[src/rtl/seg_track_pkg.sv]
package seg_track_pkg;
   // lowest code of segment idx
   function automatic int unsigned seg_low(input int unsigned idx, input int unsigned code_w,
                                           input int unsigned seg_bits);
      return idx << (code_w - seg_bits);
   endfunction

   // highest code of segment idx
   function automatic int unsigned seg_high(input int unsigned idx, input int unsigned code_w,
                                            input int unsigned seg_bits);
      return ((idx + 1) << (code_w - seg_bits)) - 1;
   endfunction
endpackage

[src/rtl/seg_hit_flags.sv]
module seg_hit_flags #(
   parameter int unsigned SEG_BITS = 3,
   localparam int unsigned NSEG    = 1 << SEG_BITS
) (
   input  logic                clk,
   input  logic                rst_n,
   input  logic                clear,
   input  logic                code_valid,
   input  logic [SEG_BITS-1:0] seg_sel,
   output logic [NSEG-1:0]     hit,
   output logic [NSEG-1:0]     seen
);
   always_comb begin
      hit = '0;
      if (code_valid) hit[seg_sel] = 1'b1;
   end

   always_ff @(posedge clk) begin
      if (!rst_n || clear) seen <= '0;
      else                 seen <= seen | hit;
   end


   hit_onehot_chk: assert property (@(posedge clk) disable iff (!rst_n)
      $onehot0(hit));


   seen_clear_chk: assert property (@(posedge clk) disable iff (!rst_n)
      clear |=> (seen == '0));


   seen_idle_chk: assert property (@(posedge clk) disable iff (!rst_n)
      (!code_valid && !clear) |=> $stable(seen));
endmodule

[src/rtl/seg_extreme_reg.sv]
module seg_extreme_reg
   import seg_track_pkg::*;
#(
   parameter int unsigned CODE_W   = 10,
   parameter int unsigned SEG_BITS = 3,
   parameter int unsigned SEG_IDX  = 0,
   parameter bit          KEEP_MAX = 1'b1
) (
   input  logic              clk,
   input  logic              rst_n,
   input  logic              clear,
   input  logic              hit,
   input  logic [CODE_W-1:0] raw_code,
   output logic [CODE_W-1:0] ext
);
   localparam logic [CODE_W-1:0] SEG_LO = CODE_W'(seg_low(SEG_IDX, CODE_W, SEG_BITS));
   localparam logic [CODE_W-1:0] SEG_HI = CODE_W'(seg_high(SEG_IDX, CODE_W, SEG_BITS));
   // start at the far end so that the first hit always replaces it
   localparam logic [CODE_W-1:0] START = KEEP_MAX ? SEG_LO : SEG_HI;

   logic better;

   generate
      if (KEEP_MAX) begin : g_max
         assign better = raw_code > ext;
      end else begin : g_min
         assign better = raw_code < ext;
      end
   endgenerate

   always_ff @(posedge clk) begin
      if (!rst_n || clear)    ext <= START;
      else if (hit && better) ext <= raw_code;
   end

   generate
      if (KEEP_MAX) begin : g_max_chk

         ext_monotonic_chk: assert property (@(posedge clk) disable iff (!rst_n)
            !clear |=> (ext >= $past(ext)));
      end else begin : g_min_chk

         ext_monotonic_chk: assert property (@(posedge clk) disable iff (!rst_n)
            !clear |=> (ext <= $past(ext)));
      end
   endgenerate


   ext_take_chk: assert property (@(posedge clk) disable iff (!rst_n)
      (hit && !clear && better) |=> (ext == $past(raw_code)));


   ext_in_seg_chk: assert property (@(posedge clk) disable iff (!rst_n)
      (ext >= SEG_LO) && (ext <= SEG_HI));
endmodule

[src/rtl/seg_boundary_tracker.sv]
module seg_boundary_tracker #(
   parameter int unsigned CODE_W   = 10,
   parameter int unsigned SEG_BITS = 3,
   localparam int unsigned NSEG    = 1 << SEG_BITS,
   localparam int unsigned NGAP    = NSEG - 1
) (
   input  logic                   clk,
   input  logic                   rst_n,
   input  logic                   clear,
   input  logic                   code_valid,
   input  logic [CODE_W-1:0]      raw_code,
   output logic [NGAP*CODE_W-1:0] gap_size,
   output logic [NGAP-1:0]        gap_valid
);
   generate
      if (SEG_BITS < 1 || SEG_BITS >= CODE_W) begin : g_bad_cfg
         $error("SEG_BITS must lie between 1 and CODE_W-1");
      end
   endgenerate

   logic [NSEG-1:0]   hit;
   logic [NSEG-1:0]   seen;
   logic [CODE_W-1:0] seg_max [NGAP];
   logic [CODE_W-1:0] seg_min [NGAP];   // index k holds segment k+1

   seg_hit_flags #(.SEG_BITS(SEG_BITS)) u_flags (
      .clk        (clk),
      .rst_n      (rst_n),
      .clear      (clear),
      .code_valid (code_valid),
      .seg_sel    (raw_code[CODE_W-1 -: SEG_BITS]),
      .hit        (hit),
      .seen       (seen)
   );

   generate
      for (genvar k = 0; k < NGAP; k++) begin : g_bnd
         logic [CODE_W:0] diff;
         logic            ok;

         seg_extreme_reg #(
            .CODE_W(CODE_W), .SEG_BITS(SEG_BITS), .SEG_IDX(k), .KEEP_MAX(1'b1)
         ) u_lo_max (
            .clk(clk), .rst_n(rst_n), .clear(clear), .hit(hit[k]),
            .raw_code(raw_code), .ext(seg_max[k])
         );

         seg_extreme_reg #(
            .CODE_W(CODE_W), .SEG_BITS(SEG_BITS), .SEG_IDX(k+1), .KEEP_MAX(1'b0)
         ) u_hi_min (
            .clk(clk), .rst_n(rst_n), .clear(clear), .hit(hit[k+1]),
            .raw_code(raw_code), .ext(seg_min[k])
         );

         assign diff         = {1'b0, seg_min[k]} - {1'b0, seg_max[k]};
         assign ok           = seen[k] && seen[k+1];
         assign gap_valid[k] = ok;
         // a borrow means negative: clamp to zero
         assign gap_size[k*CODE_W +: CODE_W] = (ok && !diff[CODE_W]) ? diff[CODE_W-1:0] : '0;


         gap_zero_chk: assert property (@(posedge clk) disable iff (!rst_n)
            !gap_valid[k] |-> (gap_size[k*CODE_W +: CODE_W] == '0));


         gap_positive_chk: assert property (@(posedge clk) disable iff (!rst_n)
            gap_valid[k] |-> (gap_size[k*CODE_W +: CODE_W] != '0));
      end
   endgenerate


   clear_wins_chk: assert property (@(posedge clk) disable iff (!rst_n)
      clear |=> (gap_valid == '0));
endmodule

[config.mk]
export PLATFORM = sky130hd
export DESIGN_NAME = seg_boundary_tracker
export DESIGN_NICKNAME = d
export VERILOG_FILES = /design/src/rtl/seg_track_pkg.sv /design/src/rtl/seg_hit_flags.sv /design/src/rtl/seg_extreme_reg.sv /design/src/rtl/seg_boundary_tracker.sv
export SDC_FILE = /design/constraint.sdc
export NUM_CORES = 1
export LEC_CHECK = 0
export ABC_AREA = 1
export BUFFER_PORTS_ARGS = -buffer_cell sky130_fd_sc_hd__buf_2
export CORE_ASPECT_RATIO = 1.4
export CORE_MARGIN = 2
export CORE_UTILIZATION = 30
export CTS_CLUSTER_SIZE = 40
export DETAILED_ROUTE_END_ITERATION = 12
export GPL_TIMING_DRIVEN = 0
export PLACE_DENSITY = 0.49
export SYNTH_ARGS = -nofsm -noshare
export SYNTH_HDL_FRONTEND = slang
export SYNTH_SLANG_ARGS = --single-unit
[constraint.sdc]
create_clock -name clk -period 1.7 [get_ports clk]
set_input_delay 0.085 -clock clk [delete_from_list [all_inputs] [get_ports clk]]
set_output_delay 0.085 -clock clk [all_outputs]
set_load 0.02 [all_outputs]
==> impl_metrics.py, run 1 <==
metrics = {
    "synthesis": {
        "synth_nets": 2223,
        "ys_ff_latch": 148,
        "synth_area_leaders": "dfxtp_1 23%, ha_1 20%, nand2_1 15%",
        "syn_area_sq_um": 12900,
        "seq_area_frac_synth_pct": 23.0,
        "netlist-cell-type-count": 27,
        "syn_inst": 1999,
        "ys_warn_count": 0,
        "yosysTopAreaCellShare_pct": 23.0,
        "synth.avg_cell_area_sq_um": 6.45,
        "yosys.area.top_type": "dfxtp_1",
    },
    "grt": {
        "first_global_vias": 12700,
        "grt_max_degree": 19,
        "grt_overflow": 0,
        "grt_pass1_wl_microns": 68400,
        "grt_usage_pct": 19.8,
        "grt_antenna_before_repair": 1,
    },
    "cts": {
        "numCtsBuffers": 17,
        "tritoncts": "yes",
        "h-tree-depth": 4,
        "clk_latency_ns": 0.43,
        "path_clk_slew_ns": 0.07,
        "clockBufferDepth": 2,
        "cts_root_buf": "clkbuf_16",
        "cts_sinks": 148,
    },
    "worst_setup_path": {
        "max_stage_delay_ns": 0.41,
        "worstSetupEndpointType": "output pin",
        "cp_slowest_cell": "fa_2",
        "crit_fanout": 3,
        "cp_cell_sequence": "inv_2 -> ha_4 -> fa_2 -> inv_2 -> nand3_2 -> nand2_4 -> nand2_2 -> nand2_1 -> nand2_1 -> nand2_1 -> inv_1 -> nor2_2 -> buf_6",
        "crit_type": "reg -> out",
        "crit_arrival_ns": 2.12,
        "timing.critical_path.required_ns": 1.62,
        "crit_path_frequent_cell": "nand2_1",
        "start_kind": "flip-flop",
    },
    "sta": {
        "fin_crit_sh_pct": 130,
        "hold_violations": 0,
        "max_freq_mhz": 453,
        "drv_slew": 0,
        "relSlewSlack_pct": 41.6,
        "tightest_slew_ns": 0.877,
        "fin_setup_tns_ns": -28.63,
        "setup_ws_ns": -0.505,
        "report.final.setup_viol": 70,
        "whs_ns": 0.199,
        "period_needed_ns": 2.21,
        "rsz0062_at_grt": "yes",
        "skew_ns": 0.00793,
    },
    "power": {
        "clkPwrFrac_pct": 42.3,
        "p_int_mw": 6.06,
        "swShare_pct": 29.2,
        "cellPowerDensity_nw_per_um2": 446,
        "p_sw_mw": 2.50,
        "power_frac_seq_pct": 40.9,
        "finalPower_mw": 8.56,
        "cellLeakagePower_nw": 8.54,
        "max-vdd-ir-drop_uv": 602,
        "pwr-share-comb_pct": 16.8,
    },
    "route": {
        "firstDrtPassIters": 5,
        "vias_per_cell": 4.92,
        "drt_wl_total_microns": 46100,
        "drtAntennaViolNets": 0,
        "drc": 0,
        "post_drt_wl_per_cell_microns": 16.7,
        "vias": 13600,
        "drtIter0Drc": 695,
    },
    "placed_design": {
        "io_buffers": 90,
        "gp_congestion": 0.849,
        "dp_hpwl_microns": 31600,
        "place_ws_ns": -1.30,
        "placed_cell_area_sq_um": 14000,
    },
    "floorplanning": {
        "io_pins": 91,
        "rows": 89,
        "initial_utilization_pct": 30.4,
        "die_h_microns": 249,
        "core_area_sq_um": 42300,
        "die_area_sq_um": 44600,
        "die_x_microns": 179,
    },
    "outcome": {
        "violations": "setup timing",
        "outcome": "finished, violations left",
    },
    "final_layout": {
        "fin_area_sq_um": 19200,
        "multiInputGateArea_sq_um": 11700,
        "regArea_sq_um": 3130,
        "finalNetCount": 2430,
        "fill_cells": 4249,
        "area_growth_pct": 49.1,
        "drive_gt1_share_pct": 40.5,
    },
    "run": {
        "maxCapViolations": 0,
    },
    "hold_path": {
        "hold_class": "in -> reg",
    },
}
-- sequential cells by signal, indices dropped and copies added, names as in the netlist --
register and count:
g_bnd.u_hi_min.ext 70, g_bnd.u_lo_max.ext 70, u_flags.seen 8
-- metal layers --
layer,vias to the layer above,track usage [%],wire [microns]
met5,-,0,0
met4,0,5.32,1200
met3,58,2.18,1530
met2,252,37.2,24600
met1,6438,23.3,18800
li1,6858,-,-
-- power by group through the flow --
stage / Clock (mW) / Combinational, mW / Sequential (mW)
finish: 3.62 / 1.44 / 3.50
global route: 3.82 / 1.58 / 3.50
CTS: 3.67 / 1.20 / 3.51
detailed placement: 0 / 1.06 / 3.59
global placement: 0 / 1.05 / 3.59
floorplan: 0 / 0.668 / 3.58
-- through the flow --
stage | utilization (%) | cells
finish | 45.4 | 2764
detailed placement | 33.2 | 2635
global route | 45.4 | 2763
CTS | 41.1 | 2709
floorplan | - | 1999
global placement | 33.2 | 2635
-- Yosys cell counts --
master	count
nand2_1	513
inv_1	314
nor2_1	262
nand3_1	216
ha_1	203
dfxtp_1	148
a21oi_1	126
nand4_1	51
o21ai_0	32
xnor2_1	21
buf_4	16
buf_2	14
xor2_1	14
clkbuf_1	13
nand3b_1	8
fa_1	7
o21bai_1	7
nand2_2	6
nor2_2	6
nor2_4	6
nand3_2	5
a21o_1	3
nand3_4	3
clkinv_1	2
a31o_2	1
inv_2	1
nor3_4	1
-- area by class of cell --
| type | instances | area share, % |
|---|---|---|
| plain buffers | 43 | 1.71 |
| clock inverters | 9 | 0.430 |
| well taps | 546 | 3.56 |
| repair buffers | 173 | 8.25 |
| inverters | 317 | 6.38 |
| flip-flops and latches | 148 | 16.3 |
| clock buffers | 21 | 2.40 |
| diodes | 1 | 0.0130 |
| multi-input cells | 1506 | 61.0 |
-- timing repair --
| action | CTS | global route |
|---|---|---|
| pin swaps | 145 | 112 |
| endpoints found under the setup margin | 184 | 202 |
| hold buffers | 0 | 0 |
| buffers inserted | 37 | 41 |
| resized for setup | 687 | 341 |
| endpoints found under the hold margin | 0 | 0 |
| cloned | 7 | 16 |
-- final timing paths --
check	slack (ns)	to	cells after the start	from
hold reg to reg	0.44	g_bnd[0].u_lo_max.ext[9]	2	g_bnd[0].u_lo_max.ext[9]
hold / removal	0.20	u_flags.seen[1]	5	code_valid
setup / recovery	-0.51	gap_size[38]	13	g_bnd[3].u_hi_min.ext[0]
setup reg to reg	0.01	g_bnd[3].u_hi_min.ext[1]	7	g_bnd[3].u_hi_min.ext[9]
-- layout by cell type, fill, tap and decap left out, drive strengths merged, types with 14 or more instances in the layout --
master	instances
o21ai	32
a21oi	126
nor2	274
buf	201
xor2	14
ha	203
clkbuf	36
xnor2	21
nand4	51
dfxtp	148
inv	311
nand2	528
nand3	230
-- cells by family after synthesis --
| group | synth area share [%] |
|---|---|
| xor+xnor | 2.38 |
| buf+inv | 11.1 |
| simple gates | 35.9 |
| fa+ha+maj | 20.8 |
| flops | 23.0 |
| compound gates | 6.79 |
-- worst max-delay path, delay by kind of cell, from the launching register on --
| kind | cells | cell delay [ns] |
|---|---|---|
| and+or+nand+nor | 7 | 0.47 |
| DFF | 1 | 0.33 |
| adders and majority gates | 2 | 0.57 |
| buffers and inverters | 4 | 0.31 |
Power figures use the tool's default switching activity.
==> run 2, diff against run 1 <==
- CORE_UTILIZATION: 30 -> 35
- PLACE_DENSITY: 0.49 -> 0.55
- SLEW_MARGIN: not set -> 10
==> impl_metrics.py, run 2 (synthesized netlist as in run 1, its figures left out) <==
metrics = {
    "final_layout": {
        "final_cell_mix": "442 x nand2_1, 228 x inv_1, 174 x nand3_1",
        "fin_util_pct": 52.2,
        "drive_gt1_share_pct": 39.3,
        "instances_no_fill": 2683,
        "finalNetCount": 2427,
        "diodes": 0,
        "area_growth_pct": 47.7,
        "final_common_cell": "nand2_1",
        "biggestRegsByFlops": "g_bnd.u_hi_min.ext: 70 flops, g_bnd.u_lo_max.ext: 70 flops, u_flags.seen: 8 flops",
        "fill_cells": 3356,
    },
    "sta": {
        "period_needed_ns": 2.19,
        "report.final.setup_viol": 70,
        "rsz0062_at_grt": "yes",
        "skew_ns": 0.00883,
        "tightest_slew_ns": 1.03,
        "relSlewSlack_pct": 31.5,
        "whs_ns": 0.160,
        "hold_violations": 0,
        "fin_setup_tns_ns": -28.23,
        "fin_crit_sh_pct": 129,
        "drv_slew": 0,
        "max_freq_mhz": 456,
        "setup_ws_ns": -0.493,
    },
    "worst_setup_path": {
        "crit_fanout": 5,
        "worstSetupEndpointType": "output pin",
        "max_stage_delay_ns": 0.39,
        "cp_slowest_cell": "fa_2",
        "start_kind": "flip-flop",
        "timing.critical_path.required_ns": 1.62,
        "cp_cell_sequence": "inv_2 -> ha_4 -> fa_2 -> inv_2 -> buf_4 -> nand3_4 -> nand3_4 -> nand2_4 -> nor2_2 -> buf_6",
        "crit_type": "reg -> out",
        "crit_arrival_ns": 2.11,
    },
    "outcome": {
        "outcome": "finished, violations left",
        "violations": "setup timing",
    },
    "route": {
        "drt_wl_total_microns": 44600,
        "drtAntennaViolNets": 0,
        "vias_per_cell": 5.13,
        "drc": 0,
        "firstDrtPassIters": 5,
        "vias": 13800,
        "post_drt_wl_per_cell_microns": 16.6,
        "drtIter0Drc": 641,
    },
    "placed_design": {
        "dp.cells": 2556,
        "dp_hpwl_microns": 30100,
        "gp_congestion": 0.843,
        "io_buffers": 90,
    },
    "floorplanning": {
        "rows": 83,
        "core_area_sq_um": 36500,
        "die_h_microns": 231,
        "die_x_microns": 166,
        "die_area_sq_um": 38400,
        "initial_utilization_pct": 35.3,
        "io_pins": 91,
    },
    "cts": {
        "clk_latency_ns": 0.44,
        "tritoncts": "yes",
        "h-tree-depth": 4,
        "cts_root_buf": "clkbuf_16",
        "cts_sinks": 148,
        "numCtsBuffers": 17,
        "clockBufferDepth": 2,
        "path_clk_slew_ns": 0.07,
        "ctsHoldBuffers": 0,
    },
    "grt": {
        "grt_pass1_wl_microns": 65700,
        "grt_usage_pct": 21.6,
        "grt_antenna_before_repair": 0,
        "grt_overflow": 0,
        "grt_max_degree": 19,
        "first_global_vias": 12700,
    },
    "power": {
        "finalPower_mw": 8.69,
        "max-vdd-ir-drop_uv": 675,
        "cellLeakagePower_nw": 8.55,
        "cellPowerDensity_nw_per_um2": 456,
    },
    "hold_path": {
        "hold_class": "in -> reg",
    },
    "run": {
        "maxCapViolations": 0,
    },
}
## run 2: timing repair
item	CTS	global route
gates cloned	7	15
endpoints found under the setup margin	171	207
gates resized for setup	557	409
buffers inserted	33	42
pin swaps	115	121
## run 2: metal layers
| metal | track usage (%) | part of all wire, % | wire length (microns) |
|---|---|---|---|
| met1 | 24.1 | 40 | 17600 |
| met2 | 41.7 | 53 | 23600 |
| met3 | 2.24 | 3.3 | 1470 |
| met4 | 8.04 | 4.2 | 1880 |
| met5 | 0 | 0 | 0 |
## run 2: final cells by class
type	instances	area, sq um	area share (%)
Inverter	317	1220	6.43
Clock inverter	10	97.6	0.513
Sequential cell	148	3130	16.4
Tap cell	467	584	3.07
Clock buffer	22	474	2.49
Multi-Input combinational cell	1506	11700	61.3
Timing Repair Buffer	170	1540	8.07
Buffer	43	318	1.67
## run 2: where the power goes
group          total (mW)  switching (mW)  internal, mW
Clock                3.76            1.62          2.14
Sequential           3.51          0.0299          3.48
Combinational        1.42           0.902         0.517
Total                8.69            2.55          6.14
## run 2: per-stage QoR
step	setup WS, ns	area [sq um]
floorplan	-0.0418	12900
finish	-0.493	19000
global route	-0.586	19000
CTS	-0.461	16900
global placement	-1.15	13900
detailed placement	-1.14	13900
## run 2: worst max-delay path, delay by kind of cell, from the launching register on
kind / cells / cell delay [ns]
and+or+nand+nor: 4 / 0.43
buffers and inverters: 4 / 0.35
adders and majority gates: 2 / 0.54
DFF: 1 / 0.33
## run 2: path summary, 6_finish.rpt
path | cells past startpoint | slack, ns | to | startpoint
max | 10 | -0.49 | gap_size[58] | g_bnd[5].u_hi_min.ext[0]
min | 5 | 0.16 | u_flags.seen[1] | code_valid
max reg2reg | 9 | 0.07 | g_bnd[1].u_hi_min.ext[4] | g_bnd[1].u_hi_min.ext[5]
min reg2reg | 2 | 0.44 | g_bnd[4].u_lo_max.ext[8] | g_bnd[4].u_lo_max.ext[8]
==> run 3, diff against run 2 <==
- ABC_AREA: 1 -> not set
==> impl_metrics.py, run 3 <==
metrics = {
    "final_layout": {
        "fin_area_sq_um": 18200,
        "multiInputGateArea_sq_um": 10800,
        "fin_util_pct": 54.9,
        "regArea_sq_um": 3110,
        "final_cell_mix": "118 x buf_6, 111 x ha_1, 94 x buf_4",
        "diodes": 0,
        "fill_cells": 2970,
        "final_common_cell": "buf_6",
        "biggestRegsByFlops": "g_bnd.u_hi_min.ext: 70 flops, g_bnd.u_lo_max.ext: 70 flops, u_flags.seen: 8 flops",
        "area_growth_pct": 55.2,
        "finalNetCount": 1891,
        "drive_gt1_share_pct": 49.3,
    },
    "synthesis": {
        "ys_warn_count": 0,
        "yosys.area.top_type": "dfxtp_1",
        "netlist-cell-type-count": 68,
        "synth.most_common_cell": "ha_1",
        "syn_area_sq_um": 11700,
        "synth_adder_area_share_pct": 22.9,
        "yosysTopAreaCellShare_pct": 25.3,
        "synth.avg_cell_area_sq_um": 8.17,
        "synth_nets": 1658,
        "synth_area_leaders": "dfxtp_1 25%, ha_1 22%, inv_1 5.0%",
        "seq_area_frac_synth_pct": 25.3,
        "synth_top_family_by_area": "compound AO/OA/AOI/OAI gates",
        "synth_edf_count": 0,
        "yosys-top-cells-count": "203 x ha_1, 156 x inv_1, 148 x dfxtp_1, 94 x nor2_1, 83 x nand2_1",
        "ys_ff_latch": 148,
        "syn_inst": 1434,
        "synthMuxAreaShare_pct": 0.513,
        "ys.flop_type": "dfxtp_1",
        "synth_compound_area_share_pct": 23.0,
        "synth-simple-area-share_pct": 18.9,
        "post_synth_xor_area_fraction_pct": 1.64,
        "async_flop_share_pct": 0,
    },
    "cts": {
        "path_clk_slew_ns": 0.07,
        "clockBufferDepth": 2,
        "clk_latency_ns": 0.44,
        "h-tree-depth": 4,
        "cts_sinks": 148,
        "numCtsBuffers": 17,
        "tritoncts": "yes",
        "cts_root_buf": "clkbuf_16",
        "ctsHoldBuffers": 0,
    },
    "worst_setup_path": {
        "start_kind": "flip-flop",
        "timing.critical_path.required_ns": 1.62,
        "rr_worst_depth": 10,
        "worst_r2r_endpoint": "g_bnd[4].u_hi_min.ext[0]",
        "crit_fanout": 5,
        "rr_startpoint": "g_bnd[4].u_hi_min.ext[8]",
        "worstSetupEndpointType": "output pin",
        "crit_type": "reg -> out",
        "crit_arrival_ns": 2.68,
        "worst-r2r-setup-slack_ns": -0.38,
    },
    "route": {
        "drt_wl_total_microns": 41600,
        "drtAntennaViolNets": 0,
        "drc": 0,
        "vias_per_cell": 5.52,
        "firstDrtPassIters": 5,
        "vias": 11700,
        "post_drt_wl_per_cell_microns": 19.6,
        "drtIter0Drc": 494,
    },
    "placed_design": {
        "io_buffers": 90,
        "dp_hpwl_microns": 27800,
        "placed_cell_area_sq_um": 13900,
        "gp_congestion": 0.842,
    },
    "outcome": {
        "outcome": "finished, violations left",
        "violations": "setup timing",
    },
    "sta": {
        "fin_setup_tns_ns": -75.69,
        "whs_ns": 0.0726,
        "setup_ws_ns": -1.06,
        "drv_slew": 0,
        "relSlewSlack_pct": 33.0,
        "rsz0062_at_grt": "yes",
        "max_freq_mhz": 362,
        "skew_ns": 0.00791,
        "hold_violations": 0,
        "period_needed_ns": 2.76,
        "fin_crit_sh_pct": 162,
        "tightest_slew_ns": 1.01,
        "report.final.setup_viol": 183,
    },
    "run": {
        "maxCapViolations": 0,
    },
    "power": {
        "cellPowerDensity_nw_per_um2": 459,
        "cellLeakagePower_nw": 7.21,
        "finalPower_mw": 8.35,
        "max-vdd-ir-drop_uv": 605,
    },
    "floorplanning": {
        "rows": 79,
        "die_area_sq_um": 35000,
        "io_pins": 91,
        "die_x_microns": 159,
        "core_area_sq_um": 33100,
        "initial_utilization_pct": 35.4,
        "die_h_microns": 220,
    },
    "grt": {
        "grt_max_degree": 23,
        "grt_pass1_wl_microns": 62800,
        "first_global_vias": 11700,
        "grt_antenna_before_repair": 0,
        "grt_overflow": 0,
        "grt_usage_pct": 23.4,
    },
    "hold_path": {
        "hold_path_depth": 3,
        "hold_end": "u_flags.seen[7]",
        "hold_class": "in -> reg",
        "min_from": "code_valid",
    },
}
run 3: cell families after synthesis:
family / count (synthesis)
AO/OA/AOI/OAI: 388
XOR/XNOR: 22
AND/OR/NAND/NOR: 448
flip-flops: 148
multiplexers: 6
buffers and inverters: 212
adder cells (fa/ha/maj): 210
run 3: metrics by stage:
| step | setup slack (ns) | cells |
|---|---|---|
| final | -1.06 | 2125 |
| after global routing | -1.19 | 2125 |
| after global placement | -0.950 | 1969 |
| after detailed placement | -0.949 | 1969 |
| after CTS | -1.08 | 2096 |
| after floorplan | -0.546 | 1434 |
run 3: what timing repair did:
action / in CTS / in global routing
pin swaps: 106 / 98
gates cloned: 14 / 4
setup buffers: 83 / 28
endpoints found under the setup margin: 210 / 212
resized for setup: 420 / 258
hold endpoints to repair: 0 / 0
run 3: worst max path at each step:
stage,endpoint,slack (ns),startpoint,depth (start not counted)
floorplan,gap_size[17],-0.55,g_bnd[1].u_hi_min.ext[0],10
global placement,g_bnd[0].u_lo_max.ext[1],-0.95,raw_code[0],11
detailed placement,g_bnd[0].u_lo_max.ext[1],-0.95,raw_code[0],11
CTS,gap_size[7],-1.08,g_bnd[0].u_hi_min.ext[0],10
global route,gap_size[17],-1.19,g_bnd[1].u_hi_min.ext[0],10
finish,gap_size[7],-1.06,g_bnd[0].u_hi_min.ext[0],10
run 3: worst max-delay path, cell delays in order, from the launching register on:
cell	delay (ns)
dfxtp_2	0.34
inv_2	0.05
ha_4	0.15
fa_2	0.33
and2b_2	0.25
o2111ai_4	0.11
a21boi_2	0.18
o21ai_2	0.11
a31o_4	0.31
a2111oi_4	0.21
buf_4	0.20
run 3: area by class of cell:
cell class / instances / share of cell area, %
Buffer: 54 / 2.25
Clock buffer: 21 / 2.53
Timing Repair Buffer: 211 / 11.5
Inverter: 156 / 3.46
Tap cell: 445 / 3.06
Sequential cell: 148 / 17.1
Multi-Input combinational cell: 1079 / 59.5
Clock inverter: 11 / 0.564
run 3: power by group:
part,internal (mW),switching (mW),leakage [nW]
Sequential,3.46,0.0138,1.20
Combinational,0.451,0.768,5.75
Clock,2.09,1.57,0.269
run 3: per-layer routing:
layer  vias up  global-route usage (%)  wire length (microns)
li1       5675                       -                      -
met4         0                    10.2                   1680
met2       275                    43.5                  22200
met1      5699                    26.1                  16200
met3        83                    3.66                   1550
met5         -                       0                      0
